### src/rtl/mdio_pkg.sv
// Package: shared constants, field positions and the frame builder for the
// management master. Assumes Clause-22 framing with a 32-bit preamble.
package mdio_pkg;
    localparam int CSR_W      = 32;
    localparam int DATA_W     = 16;
    localparam int ADDR_W     = 5;
    localparam int REG_LSB    = 16;
    localparam int PHY_LSB    = 21;
    localparam int BIT_WR     = 26;
    localparam int BIT_RD     = 27;
    localparam int BIT_RDY    = 28;
    localparam int BIT_IE     = 29;
    localparam int BIT_ERR    = 30;

    localparam int PRE_BITS    = 32;
    localparam int BODY_BITS   = 32;
    localparam int FRAME_BITS  = PRE_BITS + BODY_BITS;
    localparam int HDR_BITS    = 14;
    localparam int TA_BITS     = 2;
    localparam int RX_BITS     = TA_BITS + DATA_W;
    localparam int RELEASE_IDX = PRE_BITS + HDR_BITS;
    localparam int TA2_IDX     = RELEASE_IDX + 1;
    localparam int IDX_W       = $clog2(FRAME_BITS);

    localparam logic [1:0] SOF_CODE = 2'b01;
    localparam logic [1:0] OP_READ  = 2'b10;
    localparam logic [1:0] OP_WRITE = 2'b01;
    localparam logic [1:0] TA_DRIVE = 2'b10;

    typedef struct packed {
        logic              rd;
        logic [ADDR_W-1:0] phy;
        logic [ADDR_W-1:0] regad;
        logic [DATA_W-1:0] data;
    } mdio_req_t;

    // Builds the full serial image, preamble first, MSB sent first.
    function automatic logic [FRAME_BITS-1:0] build_frame(input mdio_req_t r);
        logic [BODY_BITS-1:0] body;
        if (r.rd)
            body = {SOF_CODE, OP_READ, r.phy, r.regad, {RX_BITS{1'b1}}};
        else
            body = {SOF_CODE, OP_WRITE, r.phy, r.regad, TA_DRIVE, r.data};
        return {{PRE_BITS{1'b1}}, body};
    endfunction
endpackage

### src/rtl/mdio_clkgen.sv
// Module: generates MDC from the system clock while a frame runs.
// Each bit period is HALF_DIV clocks low followed by HALF_DIV clocks high.
// Assumes HALF_DIV >= 1; MDC rests low whenever run is low.
module mdio_clkgen #(
    parameter int HALF_DIV = 4
) (
    input  logic clk,
    input  logic rst_n,
    input  logic run,
    output logic mdc,
    output logic rise_evt,
    output logic fall_evt
);
    localparam int CNT_W = (HALF_DIV > 1) ? $clog2(HALF_DIV) : 1;
    localparam logic [CNT_W-1:0] CNT_LAST = CNT_W'(HALF_DIV - 1);

    logic [CNT_W-1:0] cnt_q;
    logic             mdc_q;
    logic             phase_end;

    // End of the current half-period.
    always_comb begin
        phase_end = run && (cnt_q == CNT_LAST);
        rise_evt  = phase_end && !mdc_q;
        fall_evt  = phase_end && mdc_q;
    end

    // Half-period counter and MDC level.
    always_ff @(posedge clk) begin
        if (!rst_n || !run) begin
            cnt_q <= '0;
            mdc_q <= 1'b0;
        end else if (phase_end) begin
            cnt_q <= '0;
            mdc_q <= ~mdc_q;
        end else begin
            cnt_q <= cnt_q + 1'b1;
        end
    end

    assign mdc = mdc_q;
endmodule

### src/rtl/mdio_shifter.sv
// Module: transmit shift register (MSB out first) and receive shift register
// (bits enter at LSB). The receive register keeps only the last DATA_W bits,
// so the turnaround bits shift out of it.
module mdio_shifter
    import mdio_pkg::*;
(
    input  logic                  clk,
    input  logic                  rst_n,
    input  logic                  load,
    input  logic [FRAME_BITS-1:0] frame,
    input  logic                  shift_out,
    input  logic                  shift_in,
    input  logic                  din,
    output logic                  tx_bit,
    output logic [DATA_W-1:0]     rx_word
);
    logic [FRAME_BITS-1:0] tx_q;
    logic [DATA_W-1:0]     rx_q;

    // Outgoing bit stream: loaded at start, advanced on each MDC fall.
    always_ff @(posedge clk) begin
        if (!rst_n)         tx_q <= '0;
        else if (load)      tx_q <= frame;
        else if (shift_out) tx_q <= {tx_q[FRAME_BITS-2:0], 1'b0};
    end

    // Incoming bits: captured at MDC rise while the line is released.
    always_ff @(posedge clk) begin
        if (!rst_n || load) rx_q <= '0;
        else if (shift_in)  rx_q <= {rx_q[DATA_W-2:0], din};
    end

    assign tx_bit  = tx_q[FRAME_BITS-1];
    assign rx_word = rx_q;
endmodule

### src/rtl/mdio_bitseq.sv
// Module: counts bit periods, decides when the master drives or releases
// the data line, checks the second turnaround bit and flags the frame end.
module mdio_bitseq
    import mdio_pkg::*;
(
    input  logic clk,
    input  logic rst_n,
    input  logic load,
    input  logic run,
    input  logic is_rd,
    input  logic rise_evt,
    input  logic fall_evt,
    input  logic din,
    output logic drive_en,
    output logic capture_en,
    output logic ta_err,
    output logic frame_done
);
    localparam logic [IDX_W-1:0] LAST_IDX = IDX_W'(FRAME_BITS - 1);
    localparam logic [IDX_W-1:0] REL_IDX  = IDX_W'(RELEASE_IDX);
    localparam logic [IDX_W-1:0] TA2_POS  = IDX_W'(TA2_IDX);

    logic [IDX_W-1:0] idx_q;
    logic             released;
    logic             ta_err_q;

    // Line ownership and event qualification for the current bit.
    always_comb begin
        released   = is_rd && (idx_q >= REL_IDX);
        drive_en   = run && !released;
        capture_en = rise_evt && released;
        frame_done = fall_evt && (idx_q == LAST_IDX);
    end

    // Bit index: advances at the end of every bit period.
    always_ff @(posedge clk) begin
        if (!rst_n || load)                     idx_q <= '0;
        else if (fall_evt && idx_q != LAST_IDX) idx_q <= idx_q + 1'b1;
    end

    // Turnaround check: the PHY must pull the line low on the second bit.
    always_ff @(posedge clk) begin
        if (!rst_n || load) ta_err_q <= 1'b0;
        else if (rise_evt && is_rd && idx_q == TA2_POS && din) ta_err_q <= 1'b1;
    end

    assign ta_err = ta_err_q;
endmodule

### src/rtl/mdio_master.sv
// Module: top of the management master. Holds the command/status word,
// accepts a command only while idle, and gathers the result at frame end.
// Assumes mdio_i is already synchronous to clk or settles well inside a
// half-period.
module mdio_master
    import mdio_pkg::*;
#(
    parameter int HALF_DIV = 4
) (
    input  logic             clk,
    input  logic             rst_n,
    input  logic             cmd_we,
    input  logic [CSR_W-1:0] cmd_wdata,
    output logic [CSR_W-1:0] csr_rdata,
    output logic             irq,
    output logic             mdc,
    output logic             mdio_o,
    output logic             mdio_oe,
    input  logic             mdio_i
);
    logic              busy_q, rd_q, ie_q, rdy_q, err_q;
    logic [ADDR_W-1:0] phy_q, reg_q;
    logic [DATA_W-1:0] data_q;
    mdio_req_t         new_req;
    logic              start;
    logic              rise_evt, fall_evt;
    logic              tx_bit, drive_en, capture_en, ta_err, frame_done;
    logic [DATA_W-1:0] rx_word;
    logic              unused_wbits;

    // Decode a host write into a request and decide whether it starts.
    always_comb begin
        new_req.rd    = cmd_wdata[BIT_RD];
        new_req.phy   = cmd_wdata[PHY_LSB +: ADDR_W];
        new_req.regad = cmd_wdata[REG_LSB +: ADDR_W];
        new_req.data  = cmd_wdata[DATA_W-1:0];
        start = cmd_we && !busy_q && (cmd_wdata[BIT_RD] || cmd_wdata[BIT_WR]);
    end

    assign unused_wbits = ^{cmd_wdata[CSR_W-1], cmd_wdata[BIT_ERR], cmd_wdata[BIT_RDY]};

    // Command/status state: latch at start, publish result at frame end.
    always_ff @(posedge clk) begin
        if (!rst_n) begin
            busy_q <= 1'b0;
            rd_q   <= 1'b0;
            ie_q   <= 1'b0;
            rdy_q  <= 1'b0;
            err_q  <= 1'b0;
            phy_q  <= '0;
            reg_q  <= '0;
            data_q <= '0;
        end else if (start) begin
            busy_q <= 1'b1;
            rd_q   <= new_req.rd;
            ie_q   <= cmd_wdata[BIT_IE];
            rdy_q  <= 1'b0;
            err_q  <= 1'b0;
            phy_q  <= new_req.phy;
            reg_q  <= new_req.regad;
            data_q <= new_req.data;
        end else if (frame_done) begin
            busy_q <= 1'b0;
            rdy_q  <= 1'b1;
            if (rd_q) begin
                data_q <= rx_word;
                err_q  <= ta_err;
            end
        end
    end

    // Status word assembly.
    always_comb begin
        csr_rdata                       = '0;
        csr_rdata[DATA_W-1:0]           = data_q;
        csr_rdata[REG_LSB +: ADDR_W]    = reg_q;
        csr_rdata[PHY_LSB +: ADDR_W]    = phy_q;
        csr_rdata[BIT_WR]               = busy_q && !rd_q;
        csr_rdata[BIT_RD]               = busy_q && rd_q;
        csr_rdata[BIT_RDY]              = rdy_q;
        csr_rdata[BIT_IE]               = ie_q;
        csr_rdata[BIT_ERR]              = err_q;
    end

    mdio_clkgen #(.HALF_DIV(HALF_DIV)) u_clkgen (
        .clk      (clk),
        .rst_n    (rst_n),
        .run      (busy_q),
        .mdc      (mdc),
        .rise_evt (rise_evt),
        .fall_evt (fall_evt)
    );

    mdio_shifter u_shift (
        .clk       (clk),
        .rst_n     (rst_n),
        .load      (start),
        .frame     (build_frame(new_req)),
        .shift_out (fall_evt),
        .shift_in  (capture_en),
        .din       (mdio_i),
        .tx_bit    (tx_bit),
        .rx_word   (rx_word)
    );

    mdio_bitseq u_seq (
        .clk        (clk),
        .rst_n      (rst_n),
        .load       (start),
        .run        (busy_q),
        .is_rd      (rd_q),
        .rise_evt   (rise_evt),
        .fall_evt   (fall_evt),
        .din        (mdio_i),
        .drive_en   (drive_en),
        .capture_en (capture_en),
        .ta_err     (ta_err),
        .frame_done (frame_done)
    );

    // Pin outputs and interrupt.
    assign mdio_oe = drive_en;
    assign mdio_o  = tx_bit && drive_en;
    assign irq     = rdy_q && ie_q;
endmodule

### config.mk
export PLATFORM = sky130hd
export DESIGN_NAME = mdio_master
export DESIGN_NICKNAME = d
export VERILOG_FILES = /design/src/rtl/mdio_pkg.sv /design/src/rtl/mdio_clkgen.sv /design/src/rtl/mdio_shifter.sv /design/src/rtl/mdio_bitseq.sv /design/src/rtl/mdio_master.sv
export SDC_FILE = /design/constraint.sdc
export NUM_CORES = 1
export LEC_CHECK = 0
export ABC_AREA = 0
export CAP_MARGIN = 20
export CORE_MARGIN = 5
export CORE_UTILIZATION = 30
export CTS_BUF_LIST = sky130_fd_sc_hd__clkbuf_4
export CTS_CLUSTER_SIZE = 14
export DETAILED_ROUTE_END_ITERATION = 12
export PLACE_DENSITY = 0.6
export SYNTH_ARGS = -nofsm -noshare
export SYNTH_HDL_FRONTEND = slang
export SYNTH_SLANG_ARGS = --single-unit
export TNS_END_PERCENT = 50
### constraint.sdc
create_clock -name clk -period 2.1 [get_ports clk]
set_input_delay 0.315 -clock clk [delete_from_list [all_inputs] [get_ports clk]]
set_output_delay 0.315 -clock clk [all_outputs]
set_load 0.05 [all_outputs]
==> impl_metrics.py, run 1 <==
metrics = {
    "synth": {
        "netlist_instances": 562,
        "synth_edf_count": 0,
        "synth_cell_types": 46,
        "synth_fa_ha_area_frac": 0.007622,
        "yosysSeqAreaShare": 0.4919,
        "synth_area_um2": 4925,
        "avgSynthCellArea_um2": 8.763,
        "synth-compound-area-share": 0.1756,
        "synth_top_family_by_area": "compound AO/OA/AOI/OAI gates",
        "ys_seq_elements": 121,
        "synth_nets": 601,
        "synth_top_flop_cell": "dfxtp_1",
        "synth-async-reset-ratio": 0,
        "synth_xor_area_frac": 0.005335,
        "muxShareOfSynthArea": 0.09223,
        "synth_simple_gate_area_share": 0.1751,
        "yosys_warnings": 0,
    },
    "status": {
        "violations": "negative setup slack",
        "status": "complete, but fails checks",
    },
    "power_and_ir_drop": {
        "p_total_mw": 4.515,
        "p_leak_nw": 2.386,
        "p_clk_frac": 0.288,
        "comb_power_share": 0.157,
        "power.internal_mw": 3.197,
        "irDropWorstVdd_mv": 0.3753,
        "power_density_nw_per_um2": 732.5,
        "p_seq_frac": 0.556,
        "netSwitchingPower_mw": 1.318,
        "swShare": 0.2919,
    },
    "clock_network": {
        "cts.clk_slew.worst_paths_ns": 0.10,
        "htree_num_levels": 4,
        "cts_buffers": 17,
        "cts_sinks": 121,
        "root_buffer": "clkbuf_4",
        "clk_latency_ns": 0.53,
        "cts_tree": "yes",
        "hold_buffers": 0,
        "cts_max_path_buffers": 2,
    },
    "routing": {
        "postRouteAntennaNets": 0,
        "wire_per_inst_um": 13.59,
        "viasPerCell": 4.814,
        "drcViolationCount": 0,
        "vias": 4097,
        "routed_wl_um": 11560,
        "first_pass_iters": 4,
        "drt_iter0_markers": 260,
    },
    "floorplanning": {
        "num_rows": 46,
        "die-height_um": 138.1,
        "io_pins": 72,
        "start_util": 0.3078,
        "die_w_um": 138.1,
        "core-area_um2": 16000,
        "die_area_um2": 19080,
    },
    "setup_path": {
        "cp.arrival_ns": 1.84,
        "r2r-start": "u_clkgen.cnt_q[0]$_SDFF_PP0_",
        "critPathBufInv": 1,
        "crit_chain": "ha_4 > o211ai_2 > and2_1 > o21a_1 > and2_4 > buf_12",
        "startpoint": "u_seq.idx_q[1]$_SDFFE_PP0P_",
        "start_kind": "flop",
        "slowest_stage": "dfxtp_4",
        "required_ns": 1.78,
        "cp-end-kind": "output pin",
        "crit_type": "flop to output pin",
        "path_max_fanout": 6,
        "slowest_delay_ns": 0.40,
        "path_delay_family": "flip-flops",
    },
    "grt": {
        "antenna_found_initial": 0,
        "grt-ovfl-total": 0,
        "grt_pass1_vias": 3996,
        "grt_pass1_wl_um": 19640,
        "grt.total_usage": 0.1225,
        "grt_max_degree": 61,
    },
    "sta": {
        "skew_ns": 0.01431,
        "finalHoldViolCount": 0,
        "fmax_mhz": 465.0,
        "worst_slack_ns": -0.05054,
        "finalCriticalPeriod_ns": 2.151,
        "hold_ws_ns": 0.3373,
        "worst_pin_slew_ns": 0.5228,
        "setup-violations-final": 1,
        "fin_crit_sh": 1.024,
        "drv_slew": 0,
        "rsz0062_at_grt": "true",
        "maxSlewHeadroom": 0.6504,
    },
    "min_path": {
        "hold_class": "primary input to flop",
        "hp-start": "cmd_wdata[29]",
    },
    "finish": {
        "diodes": 0,
        "post_route_cells_drive_above_1_share": 0.1402,
        "multi_input_area_um2": 2282,
        "postLayoutCellArea_um2": 6163,
        "utilization": 0.3852,
        "final_cell_mix": "nand2_1, dfxtp_1, a31oi_1, clkdlybuf4s50_1, a21oi_1",
        "fill_cells": 1643,
        "final_common_cell": "nand2_1",
        "area_growth_pct": 25.15,
        "regArea_um2": 2430,
        "fin_nets": 661,
    },
    "placed_design": {
        "port_buffers": 67,
        "hpwl_um": 7684,
        "gp_congestion": 0.7489,
        "place_area_um2": 5884,
    },
    "flow_run": {
        "max_cap_violations": 0,
    },
}
per-stage QoR:
stage          worst slack [ns]  setup TNS, ns  cells
2_1_floorplan          0.006539              0    562
3_3_place_gp             0.1858              0    816
3_5_place_dp             0.1712              0    816
4_1_cts                 -0.1242        -0.1899    851
5_1_grt                 -0.1949        -0.3334    851
6_report               -0.05054       -0.05054    851
layout make-up:
class / count / area share
sequential: 121 / 0.3942
timing repair buffer: 88 / 0.1547
multi-input combinational: 390 / 0.3703
tap: 216 / 0.04385
clock inverter: 12 / 0.009744
clock buffer: 20 / 0.02436
inverter: 4 / 0.002842
per-layer routing:
| layer | vias up | share of wire | track usage |
|---|---|---|---|
| met2 | 90 | 0.46 | 0.1919 |
| met5 | - | 0 | 0 |
| li1 | 2072 | - | - |
| met3 | 22 | 0.061 | 0.04241 |
| met1 | 1913 | 0.46 | 0.1557 |
| met4 | 0 | 0.019 | 0.04732 |
cells by family (layout without fill, tap and decap cells):
family / after synthesis / in the layout
buffers and inverters: 51 / 124
adder cells (fa/ha/maj): 3 / 3
AND/OR/NAND/NOR: 197 / 197
XOR/XNOR: 3 / 3
AO/OA/AOI/OAI: 142 / 142
flip-flops: 121 / 121
multiplexers: 44 / 44
other: 1 / 1
power groups by stage:
stage | Combinational (mW) | Sequential, mW | Clock, mW
5_1_grt | 0.770 | 2.53 | 1.46
3_5_place_dp | 0.707 | 2.56 | 0
3_3_place_gp | 0.696 | 2.56 | 0
6_report | 0.708 | 2.51 | 1.30
4_1_cts | 0.716 | 2.51 | 1.37
2_1_floorplan | 0.330 | 2.67 | 0
cells in the mapped netlist, types with 2 or more instances:
cell	count	area share
nor2_2	10	0.013
nor2b_1	2	0.0025
buf_2	8	0.0081
clkbuf_1	26	0.020
inv_1	3	0.0023
buf_4	4	0.0061
ha_1	3	0.0076
nand4_1	3	0.0038
o21ai_0	17	0.017
a21oi_1	46	0.047
o21ai_1	4	0.0041
a31oi_1	51	0.065
nand3_1	3	0.0030
nor3_1	3	0.0030
mux2_2	11	0.025
mux2i_1	33	0.067
nand2b_1	2	0.0025
buf_6	3	0.0069
nor2_1	16	0.012
nand2_1	141	0.11
o31ai_1	16	0.024
a211oi_1	2	0.0030
buf_1	4	0.0030
xnor2_1	3	0.0053
and3_1	3	0.0038
and2_1	5	0.0064
dfxtp_1	121	0.49
worst register-to-register path: stages (launching register included):
cell,delay (ns)
dfxtp_1,0.34
ha_1,0.29
and3_1,0.33
buf_12,0.24
nand4_1,0.13
and2b_2,0.21
a211oi_1,0.24
state kept, by name, summed over array words and instances, names as in the netlist:
register,flops
u_seq.idx_q,6
u_shift.rx_word,16
u_seq.ta_err,1
busy_q,1
reg_q,5
u_clkgen.cnt_q,2
data_q,16
phy_q,5
u_clkgen.mdc,1
rdy_q,1
u_shift.tx_q,64
ie_q,1
err_q,1
rd_q,1
timing repair:
action,4_1_cts,5_1_grt
gates resized for setup,12,10
pin swaps,5,3
setup buffers,3,0
endpoints found under the setup margin,5,11
worst paths after layout:
check | cells after the start | slack, ns | endpoint
max | 6 | -0.05 | mdio_o
min | 3 | 0.34 | ie_q$_SDFFE_PN0P_
max reg2reg | 6 | 0.24 | u_seq.idx_q[5]$_SDFFE_PP0P_
min reg2reg | 1 | 0.43 | u_clkgen.cnt_q[0]$_SDFF_PP0_
Power figures use the tool's default switching activity.
==> inputs of run 2 (changes only) <==
Settings changed: GPL_ROUTABILITY_DRIVEN from default to 0, PLACE_DENSITY 0.6 to 0.48, SKIP_CTS_REPAIR_TIMING from default to 1.
==> impl_metrics.py, run 2 (synthesis results as in run 1) <==
metrics = {
    "power_and_ir_drop": {
        "p_leak_nw": 2.454,
        "swShare": 0.2710,
        "comb_power_share": 0.142,
        "power.internal_mw": 3.565,
        "p_seq_frac": 0.513,
        "power_density_nw_per_um2": 787.5,
        "p_clk_frac": 0.345,
        "irDropWorstVdd_mv": 0.3378,
        "netSwitchingPower_mw": 1.325,
    },
    "finish": {
        "diodes": 0,
        "fin_nets": 659,
        "area_growth_pct": 26.09,
        "top_register": "u_shift.tx_q",
        "largest_reg_flops": 64,
        "final_cell_mix": "nand2_1, dfxtp_1, a31oi_1, clkdlybuf4s50_1, a21oi_1",
        "fill_cells": 1685,
        "post_route_cells_drive_above_1_share": 0.1390,
        "final_common_cell": "nand2_1",
    },
    "min_path": {
        "hp-start": "cmd_wdata[29]",
        "hold_path_depth": 3,
        "min_to": "ie_q$_SDFFE_PN0P_",
        "hold_class": "primary input to flop",
    },
    "sta": {
        "finalSetupTns_ns": -0.1124,
        "worst_pin_slew_ns": 0.6200,
        "rsz0062_at_grt": "true",
        "fin_crit_sh": 1.034,
        "setup-violations-final": 2,
        "drv_slew": 0,
        "finalHoldViolCount": 0,
        "fmax_mhz": 460.3,
        "worst_slack_ns": -0.07237,
        "skew_ns": 0.01472,
        "maxSlewHeadroom": 0.5867,
        "hold_ws_ns": 0.3626,
        "finalCriticalPeriod_ns": 2.172,
    },
    "setup_path": {
        "cp-end-kind": "output pin",
        "cp.arrival_ns": 1.86,
        "crit_type": "flop to output pin",
        "required_ns": 1.78,
        "critPathBufInv": 2,
        "crit_chain": "inv_2 > ha_4 > o211ai_4 > and2_1 > o21a_1 > and2_4 > buf_12",
        "reg2reg_depth": 6,
        "reg2reg_slack_ns": 0.26,
        "start_kind": "flop",
        "slowest_delay_ns": 0.37,
        "slowest_stage": "dfxtp_4",
        "r2r-end": "u_shift.tx_q[16]$_SDFFE_PN0P_",
        "r2r-start": "busy_q$_SDFFE_PN0P_",
        "path_delay_family": "flip-flops",
        "path_max_fanout": 3,
    },
    "routing": {
        "routed_wl_um": 11760,
        "wire_per_inst_um": 13.85,
        "postRouteAntennaNets": 0,
        "vias": 4089,
        "first_pass_iters": 4,
        "drt_iter0_markers": 233,
        "viasPerCell": 4.816,
        "drcViolationCount": 0,
    },
    "status": {
        "violations": "negative setup slack",
        "status": "complete, but fails checks",
    },
    "clock_network": {
        "cts_max_path_buffers": 2,
        "cts_buffers": 17,
        "cts_tree": "yes",
        "cts_sinks": 121,
        "root_buffer": "clkbuf_4",
        "clk_latency_ns": 0.51,
        "htree_num_levels": 4,
        "cts.clk_slew.worst_paths_ns": 0.10,
    },
    "flow_run": {
        "max_cap_violations": 0,
    },
    "floorplanning": {
        "num_rows": 46,
        "die-height_um": 138.1,
        "die_w_um": 138.1,
        "io_pins": 72,
        "core-area_um2": 16000,
        "die_area_um2": 19080,
        "start_util": 0.3078,
    },
    "placed_design": {
        "hpwl_um": 7752,
        "port_buffers": 67,
        "place_ws_ns": -0.06294,
    },
    "grt": {
        "grt_max_degree": 63,
        "grt.total_usage": 0.1210,
        "grt-ovfl-total": 0,
        "grt_pass1_wl_um": 19450,
        "grt_pass1_vias": 3923,
        "antenna_found_initial": 0,
    },
}
## run 2: power by group through the flow
stage / Sequential [mW] / Clock, mW / Combinational (mW)
final: 2.51 / 1.69 / 0.693
after global routing: 2.53 / 1.87 / 0.749
after CTS: 2.51 / 1.76 / 0.699
after detailed placement: 2.56 / 0 / 0.696
after global placement: 2.56 / 0 / 0.690
after floorplan: 2.67 / 0 / 0.330
## run 2: cell type report
class | count | area [um^2] | share of cell area
flip-flops and latches | 121 | 2430 | 0.3913
multi-input cells | 390 | 2295 | 0.3695
repair buffers | 86 | 913.4 | 0.1471
well taps | 216 | 270.3 | 0.04352
clock buffers | 21 | 157.7 | 0.02539
clock inverters | 11 | 128.9 | 0.02075
inverters | 4 | 15.01 | 0.002418
## run 2: stage by stage
step / power (mW) / util / cell area, um^2 / instances
6_report: 4.890 / 0.3881 / 6210 / 849
5_1_grt: 5.143 / 0.3881 / 6210 / 849
4_1_cts: 4.970 / 0.3829 / 6126 / 847
3_5_place_dp: 3.259 / 0.3650 / 5839 / 815
3_3_place_gp: 3.251 / 0.3650 / 5839 / 815
2_1_floorplan: 3.002 / - / 4926 / 562
## run 2: metal layers
| layer | vias to the layer above | part of all wire | global-route usage |
|---|---|---|---|
| li1 | 2066 | - | - |
| met1 | 1941 | 0.48 | 0.1528 |
| met2 | 71 | 0.47 | 0.1917 |
| met3 | 11 | 0.041 | 0.04483 |
| met4 | 0 | 0.011 | 0.04056 |
| met5 | - | 0 | 0 |
## run 2: worst max-delay path by stage
stage,depth (start not counted),startpoint,to
2_1_floorplan,6,u_seq.idx_q[0]$_SDFFE_PP0P_,mdio_o
5_1_grt,7,u_seq.idx_q[0]$_SDFFE_PP0P_,mdio_o
4_1_cts,7,u_seq.idx_q[0]$_SDFFE_PP0P_,mdio_o
3_5_place_dp,5,cmd_wdata[26],u_shift.tx_q[10]$_SDFFE_PN0P_
6_report,7,u_seq.idx_q[0]$_SDFFE_PP0P_,mdio_o
3_3_place_gp,5,cmd_wdata[27],u_shift.tx_q[13]$_SDFFE_PN0P_
## run 2: tightest hold or removal path, cell delays in order
cell	delay, ns
clkdlybuf4s50_1	0.40
nand2_1	0.06
a21oi_1	0.05
==> inputs of run 3 (changes only) <==
Settings changed: CORE_MARGIN 5 to 1, GPL_ROUTABILITY_DRIVEN 0 to 1, SLEW_MARGIN from default to 10.
==> impl_metrics.py, run 3 (synthesis results as in run 1) <==
metrics = {
    "power_and_ir_drop": {
        "power_density_nw_per_um2": 762.2,
        "swShare": 0.2787,
        "comb_power_share": 0.149,
        "p_clk_frac": 0.325,
        "p_leak_nw": 2.483,
        "irDropWorstVdd_mv": 0.2652,
        "p_total_mw": 4.766,
        "netSwitchingPower_mw": 1.328,
        "p_seq_frac": 0.527,
        "power.internal_mw": 3.438,
    },
    "flow_run": {
        "max_cap_violations": 0,
    },
    "placed_design": {
        "hpwl_um": 7512,
        "gp_congestion": 0.7690,
        "port_buffers": 67,
    },
    "floorplanning": {
        "start_util": 0.3089,
        "core-area_um2": 15940,
        "die-height_um": 130.1,
        "io_pins": 72,
        "die_w_um": 130.1,
        "num_rows": 46,
        "die_area_um2": 16930,
    },
    "clock_network": {
        "clk_latency_ns": 0.53,
        "cts.clk_slew.worst_paths_ns": 0.10,
        "cts_tree": "yes",
        "cts_max_path_buffers": 2,
        "cts_sinks": 121,
        "htree_num_levels": 4,
        "root_buffer": "clkbuf_4",
        "cts_buffers": 17,
    },
    "status": {
        "violations": "negative setup slack",
        "status": "complete, but fails checks",
    },
    "sta": {
        "worst_pin_slew_ns": 0.5898,
        "skew_ns": 0.01254,
        "finalCriticalPeriod_ns": 2.149,
        "maxSlewHeadroom": 0.6068,
        "setup-violations-final": 2,
        "finalSetupTns_ns": -0.07808,
        "drv_slew": 0,
        "worst_slack_ns": -0.04857,
        "fin_crit_sh": 1.023,
        "finalHoldViolCount": 0,
        "rsz0062_at_grt": "true",
        "fmax_mhz": 465.4,
    },
    "setup_path": {
        "cp.arrival_ns": 1.83,
        "crit_type": "flop to output pin",
        "endpoint": "mdio_o",
        "r2r-start": "u_seq.idx_q[0]$_SDFFE_PP0P_",
        "startpoint": "u_seq.idx_q[0]$_SDFFE_PP0P_",
        "path_max_fanout": 2,
        "reg2reg_depth": 7,
        "reg2reg_slack_ns": 0.22,
        "start_kind": "flop",
        "r2r-end": "u_seq.idx_q[1]$_SDFFE_PP0P_",
        "required_ns": 1.78,
        "cp-end-kind": "output pin",
    },
    "min_path": {
        "hold_class": "primary input to flop",
        "hp-start": "cmd_wdata[29]",
    },
    "finish": {
        "final_cell_mix": "nand2_1, dfxtp_1, a31oi_1, clkdlybuf4s50_1, a21oi_1",
        "post_route_cells_drive_above_1_share": 0.1489,
        "largest_reg_flops": 64,
        "final_common_cell": "nand2_1",
        "fin_nets": 665,
        "area_growth_pct": 26.98,
        "top_register": "u_shift.tx_q",
    },
    "grt": {
        "grt_pass1_wl_um": 19220,
        "grt.total_usage": 0.1474,
        "grt_pass1_vias": 3819,
        "grt-ovfl-total": 0,
        "grt_max_degree": 65,
        "antenna_found_initial": 1,
    },
    "routing": {
        "postRouteAntennaNets": 0,
        "viasPerCell": 4.815,
        "vias": 4117,
        "wire_per_inst_um": 13.76,
        "first_pass_iters": 4,
        "drt_iter0_markers": 283,
        "routed_wl_um": 11770,
        "drcViolationCount": 0,
    },
}
## run 3: cell types whose count changed in the layout (fill, tap and decap cells not counted), moves of 2 or more
cell / change
buf_4: +3
clkinv_1: -2
buf_12: +3
clkinv_2: +3
## run 3: critical path: stages, from the launching register on
cell and delay, ns:
dfxtp_4 0.37, inv_4 0.03, ha_4 0.14, o211ai_2 0.18, and2_1 0.15, o21a_2 0.15, and2_4 0.15, buf_12 0.13
## run 3: how the worst min path moves through the flow
stage,endpoint,slack [ns],depth (start not counted)
after CTS,ie_q$_SDFFE_PN0P_,0.29,3
after detailed placement,u_clkgen.cnt_q[0]$_SDFF_PP0_,0.42,1
final,ie_q$_SDFFE_PN0P_,0.33,3
after floorplan,u_clkgen.cnt_q[0]$_SDFF_PP0_,0.40,1
after global routing,ie_q$_SDFFE_PN0P_,0.29,3
after global placement,u_clkgen.cnt_q[0]$_SDFF_PP0_,0.41,1
## run 3: power groups by stage
stage / combinational (mW) / clock (mW) / sequential [mW]
final: 0.709 / 1.55 / 2.51
after CTS: 0.714 / 1.61 / 2.51
after floorplan: 0.330 / 0 / 2.67
after global routing: 0.772 / 1.73 / 2.53
after global placement: 0.702 / 0 / 2.56
after detailed placement: 0.711 / 0 / 2.56
## run 3: per-stage QoR
stage	std cells	hold WS [ns]	cell area (um^2)	utilization	worst slack (ns)
6_report	855	0.3331	6254	0.3922	-0.04857
2_1_floorplan	562	0.4043	4926	-	0.006539
5_1_grt	855	0.2916	6254	0.3922	-0.1620
3_5_place_dp	818	0.4235	5899	0.3700	-0.02239
3_3_place_gp	818	0.4132	5899	0.3700	0.04683
4_1_cts	849	0.2946	6156	0.3861	-0.4197
## run 3: routing by layer
layer / GRT usage / part of all wire / vias up
li1: - / - / 2087
met1: 0.1935 / 0.48 / 1947
met2: 0.2234 / 0.46 / 77
met3: 0.04674 / 0.046 / 6
met4: 0.05882 / 0.0067 / 0
met5: 0 / 0 / -
## run 3: final cells by class
| cell class | instances | area (um^2) |
|---|---|---|
| timing repair buffer | 92 | 993.5 |
| tap | 216 | 270.3 |
| clock inverter | 11 | 106.4 |
| inverter | 4 | 17.52 |
| antenna | 1 | 2.502 |
| clock buffer | 20 | 150.1 |
| multi-input combinational | 390 | 2287 |
| fill | 1628 | 9689 |
| sequential | 121 | 2426 |
